===== src/rtl/gf_inv_pkg.sv =====
package gf_inv_pkg;

    // Field degree and the low-order terms of the reduction polynomial
    // x^81 + x^4 + 1 (bits 4 and 0).
    localparam int unsigned FIELD_M    = 81;
    localparam logic [FIELD_M-1:0] FIELD_TAPS = 81'h11;

endpackage


===== src/rtl/gf_xscale.sv =====
// Multiply and divide a field element by x, modulo x^M + TAPS.
module gf_xscale #(
    parameter int unsigned M          = 81,
    parameter logic [M-1:0] TAPS      = 81'h11
) (
    input  logic [M-1:0] a_i,
    output logic [M-1:0] up_o,
    output logic [M-1:0] down_o
);

    localparam logic [M-1:0] TOP_BIT = {1'b1, {(M-1){1'b0}}};

    always_comb begin
        up_o = {a_i[M-2:0], 1'b0};
        if (a_i[M-1]) begin
            up_o = up_o ^ TAPS;
        end
    end

    // With the constant term of the polynomial equal to 1, an odd element
    // becomes even after adding the polynomial, and then divides exactly by x.
    always_comb begin
        if (a_i[0]) begin
            down_o = ((a_i ^ TAPS) >> 1) | TOP_BIT;
        end else begin
            down_o = a_i >> 1;
        end
    end

endmodule


===== src/rtl/gf_euclid_step.sv =====
// One iteration of the fixed-length binary gcd inversion.
// r and s are (M+1)-bit, top-aligned at bit M; u and v are the cofactors.
module gf_euclid_step #(
    parameter int unsigned M          = 81,
    parameter logic [M-1:0] TAPS      = 81'h11,
    parameter int unsigned DW         = 8
) (
    input  logic [M:0]    r_i,
    input  logic [M:0]    s_i,
    input  logic [M-1:0]  u_i,
    input  logic [M-1:0]  v_i,
    input  logic [DW-1:0] delta_i,
    output logic [M:0]    r_o,
    output logic [M:0]    s_o,
    output logic [M-1:0]  u_o,
    output logic [M-1:0]  v_o,
    output logic [DW-1:0] delta_o
);

    logic [M:0]   s_red;
    logic [M:0]   s_shift;
    logic [M-1:0] v_red;
    logic [M-1:0] u_up;
    logic [M-1:0] u_down;
    logic [M-1:0] vred_up;
    logic [M-1:0] vred_down;

    gf_xscale #(.M(M), .TAPS(TAPS)) i_scale_u (
        .a_i    (u_i),
        .up_o   (u_up),
        .down_o (u_down)
    );

    gf_xscale #(.M(M), .TAPS(TAPS)) i_scale_v (
        .a_i    (v_red),
        .up_o   (vred_up),
        .down_o (vred_down)
    );

    always_comb begin
        s_red   = s_i[M] ? (s_i ^ r_i) : s_i;
        v_red   = s_i[M] ? (v_i ^ u_i) : v_i;
        s_shift = {s_red[M-1:0], 1'b0};
    end

    always_comb begin
        r_o     = r_i;
        s_o     = s_i;
        u_o     = u_i;
        v_o     = v_i;
        delta_o = delta_i;
        if (!r_i[M]) begin
            // leading term of r not yet aligned: shift r up
            r_o     = {r_i[M-1:0], 1'b0};
            u_o     = u_up;
            delta_o = delta_i + 1'b1;
        end else if (delta_i == '0) begin
            // reduce s by r, then exchange roles
            r_o     = s_shift;
            s_o     = r_i;
            u_o     = vred_up;
            v_o     = u_i;
            delta_o = {{(DW-1){1'b0}}, 1'b1};
        end else begin
            s_o     = s_shift;
            v_o     = v_red;
            u_o     = u_down;
            delta_o = delta_i - 1'b1;
        end
    end

    // the unused divided copy of the reduced v is intentionally dropped
    logic unused_vdown;
    assign unused_vdown = ^vred_down;

endmodule


===== src/rtl/gf_inv_ctrl.sv =====
// Iteration counter: accepts a start while idle, runs ITERS cycles,
// pulses done on the last one.
module gf_inv_ctrl #(
    parameter int unsigned ITERS = 162,
    localparam int unsigned CW   = $clog2(ITERS + 1)
) (
    input  logic clk,
    input  logic rst_n,
    input  logic start_i,
    output logic accept_o,
    output logic iter_o,
    output logic last_o,
    output logic done_o
);

    typedef struct packed {
        logic [CW-1:0] cnt;
        logic          busy;
        logic          done;
    } ctrl_t;

    ctrl_t st_d, st_q;

    localparam logic [CW-1:0] ITERS_C = CW'(ITERS);
    localparam logic [CW-1:0] ONE_C   = CW'(1);

    always_comb begin
        accept_o = start_i && !st_q.busy;
        iter_o   = st_q.busy;
        last_o   = st_q.busy && (st_q.cnt == ONE_C);
        st_d     = st_q;
        st_d.done = last_o;
        if (accept_o) begin
            st_d.busy = 1'b1;
            st_d.cnt  = ITERS_C;
        end else if (st_q.busy) begin
            st_d.cnt = st_q.cnt - 1'b1;
            if (last_o) begin
                st_d.busy = 1'b0;
            end
        end
    end

    always_ff @(posedge clk or negedge rst_n) begin
        if (!rst_n) begin
            st_q <= '0;
        end else begin
            st_q <= st_d;
        end
    end

    assign done_o = st_q.done;


    done_single_chk: assert property (@(posedge clk) disable iff (!rst_n)
        st_q.done |=> !st_q.done);


    cnt_window_chk: assert property (@(posedge clk) disable iff (!rst_n)
        st_q.busy |-> (st_q.cnt != '0 && st_q.cnt <= ITERS_C));


    accept_busy_chk: assert property (@(posedge clk) disable iff (!rst_n)
        (start_i && !st_q.busy) |=> (st_q.busy && st_q.cnt == ITERS_C));

endmodule


===== src/rtl/gf_inverter.sv =====
module gf_inverter
    import gf_inv_pkg::*;
#(
    parameter int unsigned M        = FIELD_M,
    parameter logic [M-1:0] TAPS    = FIELD_TAPS
) (
    input  logic         clk,
    input  logic         rst_n,
    input  logic         start_i,
    input  logic [M-1:0] operand_i,
    output logic [M-1:0] result_o,
    output logic         done_o,
    output logic         zero_err_o
);

    localparam int unsigned ITERS = 2 * M;
    localparam int unsigned DW    = $clog2(ITERS + 2);

    typedef struct packed {
        logic [M:0]    r;
        logic [M:0]    s;
        logic [M-1:0]  u;
        logic [M-1:0]  v;
        logic [DW-1:0] delta;
        logic          zero;
        logic [M-1:0]  result;
        logic          err;
    } dp_t;

    dp_t dp_d, dp_q;

    logic          accept;
    logic          iter;
    logic          last;
    logic          done_q;
    logic [M:0]    r_nx;
    logic [M:0]    s_nx;
    logic [M-1:0]  u_nx;
    logic [M-1:0]  v_nx;
    logic [DW-1:0] delta_nx;

    gf_inv_ctrl #(.ITERS(ITERS)) i_ctrl (
        .clk      (clk),
        .rst_n    (rst_n),
        .start_i  (start_i),
        .accept_o (accept),
        .iter_o   (iter),
        .last_o   (last),
        .done_o   (done_q)
    );

    gf_euclid_step #(.M(M), .TAPS(TAPS), .DW(DW)) i_step (
        .r_i     (dp_q.r),
        .s_i     (dp_q.s),
        .u_i     (dp_q.u),
        .v_i     (dp_q.v),
        .delta_i (dp_q.delta),
        .r_o     (r_nx),
        .s_o     (s_nx),
        .u_o     (u_nx),
        .v_o     (v_nx),
        .delta_o (delta_nx)
    );

    always_comb begin
        dp_d = dp_q;
        if (accept) begin
            dp_d.r     = {1'b0, operand_i};
            dp_d.s     = {1'b1, TAPS};
            dp_d.u     = {{(M-1){1'b0}}, 1'b1};
            dp_d.v     = '0;
            dp_d.delta = '0;
            dp_d.zero  = (operand_i == '0);
        end else if (iter) begin
            dp_d.r     = r_nx;
            dp_d.s     = s_nx;
            dp_d.u     = u_nx;
            dp_d.v     = v_nx;
            dp_d.delta = delta_nx;
            if (last) begin
                dp_d.result = dp_q.zero ? '0 : u_nx;
                dp_d.err    = dp_q.zero;
            end
        end
    end

    always_ff @(posedge clk or negedge rst_n) begin
        if (!rst_n) begin
            dp_q <= '0;
        end else begin
            dp_q <= dp_d;
        end
    end

    assign result_o   = dp_q.result;
    assign zero_err_o = dp_q.err;
    assign done_o     = done_q;


    zero_result_chk: assert property (@(posedge clk) disable iff (!rst_n)
        (done_o && zero_err_o) |-> (result_o == '0));


    nonzero_result_chk: assert property (@(posedge clk) disable iff (!rst_n)
        (done_o && !zero_err_o) |-> (result_o != '0));


    result_hold_chk: assert property (@(posedge clk) disable iff (!rst_n)
        !$stable({result_o, zero_err_o}) |-> done_o);


    busy_ignore_chk: assert property (@(posedge clk) disable iff (!rst_n)
        (iter && start_i) |=> (dp_q.zero == $past(dp_q.zero)));


    delta_bound_chk: assert property (@(posedge clk) disable iff (!rst_n)
        dp_q.delta <= DW'(ITERS));

endmodule


===== config.mk =====
export PLATFORM = sky130hd
export DESIGN_NAME = gf_inverter
export DESIGN_NICKNAME = d
export VERILOG_FILES = /design/src/rtl/gf_inv_pkg.sv /design/src/rtl/gf_xscale.sv /design/src/rtl/gf_euclid_step.sv /design/src/rtl/gf_inv_ctrl.sv /design/src/rtl/gf_inverter.sv
export SDC_FILE = /design/constraint.sdc
export NUM_CORES = 1
export LEC_CHECK = 0
export BUFFER_PORTS_ARGS = -buffer_cell sky130_fd_sc_hd__buf_4
export CAP_MARGIN = 25
export CORE_AREA = 4 4 321 323
export DETAILED_ROUTE_END_ITERATION = 8
export DIE_AREA = 0 0 325 327
export HOLD_SLACK_MARGIN = 0.02
export SLEW_MARGIN = 20
export SYNTH_ARGS = -nofsm -noshare
export SYNTH_HDL_FRONTEND = slang
export SYNTH_SLANG_ARGS = --single-unit

===== constraint.sdc =====
create_clock -name clk -period 3.85 [get_ports clk]
set_input_delay 1.155 -clock clk [delete_from_list [all_inputs] [get_ports clk]]
set_output_delay 1.155 -clock clk [all_outputs]
set_load 0.03 [all_outputs]

==> results.py <==
metrics = {
    "worst_setup_path": {
        "critPathMaxFanout": 27,
        "crit_path_start_kind": "flip-flop",
        "cp-end-kind": "flip-flop",
        "r2r_end": "dp_q[395]$_DFFE_PN0P_",
        "r2r_slack_ns": 1.09,
        "cp.required_ns": 4.32,
        "arrival_ns": 3.22,
        "reg2reg_depth": 8,
        "worstSetupPathType": "flip-flop to flip-flop",
        "rr_startpoint": "dp_q[83]$_DFFE_PN0P_",
    },
    "synth": {
        "synth_commonest_cells": "dfrtp_1, nand2_1, a31oi_1",
        "synth_mux_area_share_pct": 3.37,
        "syn_area_per_cell_sq_um": 8.88,
        "netlist_instances": 2811,
        "synthesis.area_sq_um": 25000,
        "synth-main-ff-cell": "dfrtp_1",
        "synth-xor-area-share_pct": 5.69,
        "synth-seq-cells": 427,
        "synth.area.top_cells": "dfrtp_1, nand2_1, a31oi_1",
        "synth.distinct_cells": 57,
        "synth.most_common_cell": "dfrtp_1",
        "async_reset_ff_share_pct": 100,
        "synthAdderAreaFrac_pct": 0.201,
        "synthesis.nets": 2899,
        "synth.largest_area_cell": "dfrtp_1",
        "synth-compound-area-share_pct": 30.9,
        "synth_edf_count": 0,
        "synthDominantCellAreaShare_pct": 42.8,
        "ys_warn_count": 0,
        "synth-simple-area-share_pct": 9.76,
        "synth_seq_area_share_pct": 42.8,
        "synth_top_family_by_area": "compound AO/OA/AOI/OAI gates",
    },
    "clocking": {
        "clk_latency_ns": 0.62,
        "clk_pin_slew_ns": 0.06,
        "clock-root-buffer": "clkbuf_16",
        "clock_sinks": 427,
        "htree_levels": 2,
        "cts_tree": "built",
        "hold_buffers": 0,
        "cts_buffers": 51,
        "cts_resized": 0,
        "cts_buffer_depth": 3,
        "postCtsSetupBuffers": 0,
    },
    "timing": {
        "fmax_mhz": 363,
        "fin_hold_ws_ns": 0.495,
        "relSlewSlack_pct": 25.8,
        "finalCritPeriodShare_pct": 71.6,
        "hold_viol": 0,
        "fin_ws_ns": 1.09,
        "finalCriticalPeriod_ns": 2.76,
        "finClkSkew_ns": 0.0497,
        "drv_slew": 0,
        "rsz0062_at_grt": "no",
        "finalSetupTns_ns": 0,
        "max_slew.worst_pin.slew_ns": 1.11,
        "setup_violations": 0,
    },
    "outcome": {
        "outcome": "completed",
    },
    "global_route": {
        "grt_max_degree": 160,
        "antenna_found_initial": 3,
        "grt_pass1_vias": 21700,
        "grt_usage_pct": 14.5,
        "grt_pass1_wl_um": 127000,
        "grt-ovfl-total": 0,
    },
    "worst_hold_path": {
        "min-delay-start": "i_ctrl.st_q[8]$_DFFE_PN0P_",
        "worstHoldEndpoint": "i_ctrl.st_q[8]$_DFFE_PN0P_",
        "hp-class": "flip-flop to flip-flop",
        "whs_path_depth": 1,
    },
    "power": {
        "pwr_density_cell_nw_per_um2": 737,
        "irDropWorstVdd_uv": 564,
        "p_leak_uw": 0.0130,
    },
    "detailed_routing": {
        "top_layer_used": "met5",
        "drt-total-wl_um": 79900,
        "drc": 0,
        "wl_met2_um": 36700,
        "met1Wirelength_um": 36400,
        "dr_wl_met3_um": 4570,
        "wire_per_inst_um": 19.6,
        "ant_nets": 0,
        "vias_per_cell": 5.42,
        "drt_iter0_drc": 1619,
        "num_vias": 22100,
        "first_pass_iters": 5,
    },
    "die": {
        "die_h_um": 327,
        "core_area_sq_um": 99900,
        "io_pins": 167,
        "fp.dieW_um": 325,
        "fp-row-count": 116,
        "dieArea_sq_um": 106000,
        "start_util_pct": 25.0,
    },
    "placed_design": {
        "port_buffers": 166,
        "dpl.hpwl_um": 45700,
        "pre_cts_slack_ns": 0.962,
        "gp_congestion": 0.753,
    },
    "cells_and_area": {
        "fin_util_pct": 28.6,
        "drive_above_1_share_pct": 11.9,
        "nFillCells": 10500,
        "fin_nets": 2817,
        "area.growth.synth_to_final_pct": 14.5,
    },
    "run": {
        "maxCapViolCount": 0,
    },
}
registers in the layout (all words and copies together), names as in the netlist:
register	count
i_ctrl.done_o	1
result_o	81
i_ctrl.iter_o	1
zero_err_o	1
dp_q	335
i_ctrl.st_q	8
routing by layer:
layer	vias to the layer above	global-route usage, %
li1	10300	-
met1	11000	19.6
met2	652	23.8
met3	106	2.55
met4	4	4.42
met5	-	0
final cells by class:
| type | count | area (sq um) | share of cell area (%) |
|---|---|---|---|
| Tap cell | 1298 | 1620 | 5.69 |
| Clock buffer | 80 | 1520 | 5.31 |
| Inverter | 11 | 50.0 | 0.175 |
| Sequential cell | 427 | 10700 | 37.5 |
| Antenna cell | 1 | 2.50 | 0.00876 |
| Timing Repair Buffer | 230 | 1990 | 6.98 |
| Clock inverter | 14 | 154 | 0.539 |
| Multi-Input combinational cell | 2008 | 12500 | 43.8 |
power breakdown:
group / switching [uW] / internal (uW) / total (uW)
logic: 5280 / 3200 / 8470
clock network: 2060 / 2840 / 4900
registers: 1720 / 5950 / 7670
total: 9060 / 12000 / 21000
critical path: stages (launching register included):
cell     delay (ns)
dfrtp_1        0.45
inv_1          0.09
ha_1           0.25
nor4b_4        0.25
buf_4          0.31
a21oi_4        0.09
or2_2          0.51
buf_4          0.34
o31ai_1        0.30
logic make-up (layout without fill, tap and decap cells):
family          count (synthesis)  in the layout
flops                         427            427
simple gates                  593            593
fa+ha+maj                       4              4
compound gates               1165           1165
mux                            84             84
xor+xnor                      162            162
buf+inv                       376            335
other cells                     0              1
per-stage QoR:
| step | std cells | instance area [sq um] | total power (uW) |
|---|---|---|---|
| after floorplan | 2811 | 25000 | 13700 |
| after global placement | 3973 | 26900 | 16100 |
| after detailed placement | 3974 | 26900 | 16300 |
| after CTS | 4068 | 28600 | 21200 |
| after global routing | 4068 | 28600 | 22400 |
| final | 4069 | 28600 | 21000 |
cells in the final DEF (no fill, tap or decap), types with 3 or more instances in the layout:
cell and count:
dfrtp_4 3, o2111ai_1 77, a21o_1 160, nor2_4 3, xnor2_1 158, a21oi_1 89
a31oi_1 238, nor3_1 5, clkbuf_8 11, o21ai_0 217, o211ai_1 80, o21ai_1 40
o22ai_1 80, o31ai_1 85, a22o_1 7, clkbuf_16 52, nor2_1 95, nor2b_1 6
nand2_1 417, ha_1 4, clkinv_2 9, nand4_1 9, xor2_1 4, mux2i_1 84
a32oi_1 77, nand3_1 12, buf_12 21, and3_1 3, dfrtp_1 424, clkbuf_1 17
buf_4 207, inv_1 7, nor4_1 22
how the worst max path moves through the flow:
stage / slack (ns) / start / to
after floorplan: 1.44 / start_i / dp_q[171]$_DFFE_PN0P_
after global placement: 0.93 / operand_i[80] / dp_q[82]$_DFFE_PN0P_
after detailed placement: 0.96 / operand_i[61] / dp_q[82]$_DFFE_PN0P_
after CTS: 1.06 / dp_q[83]$_DFFE_PN0P_ / dp_q[395]$_DFFE_PN0P_
after global routing: 0.90 / dp_q[83]$_DFFE_PN0P_ / dp_q[389]$_DFFE_PN0P_
final: 1.09 / dp_q[83]$_DFFE_PN0P_ / dp_q[395]$_DFFE_PN0P_
No activity file was read; power rests on OpenSTA's default activity.
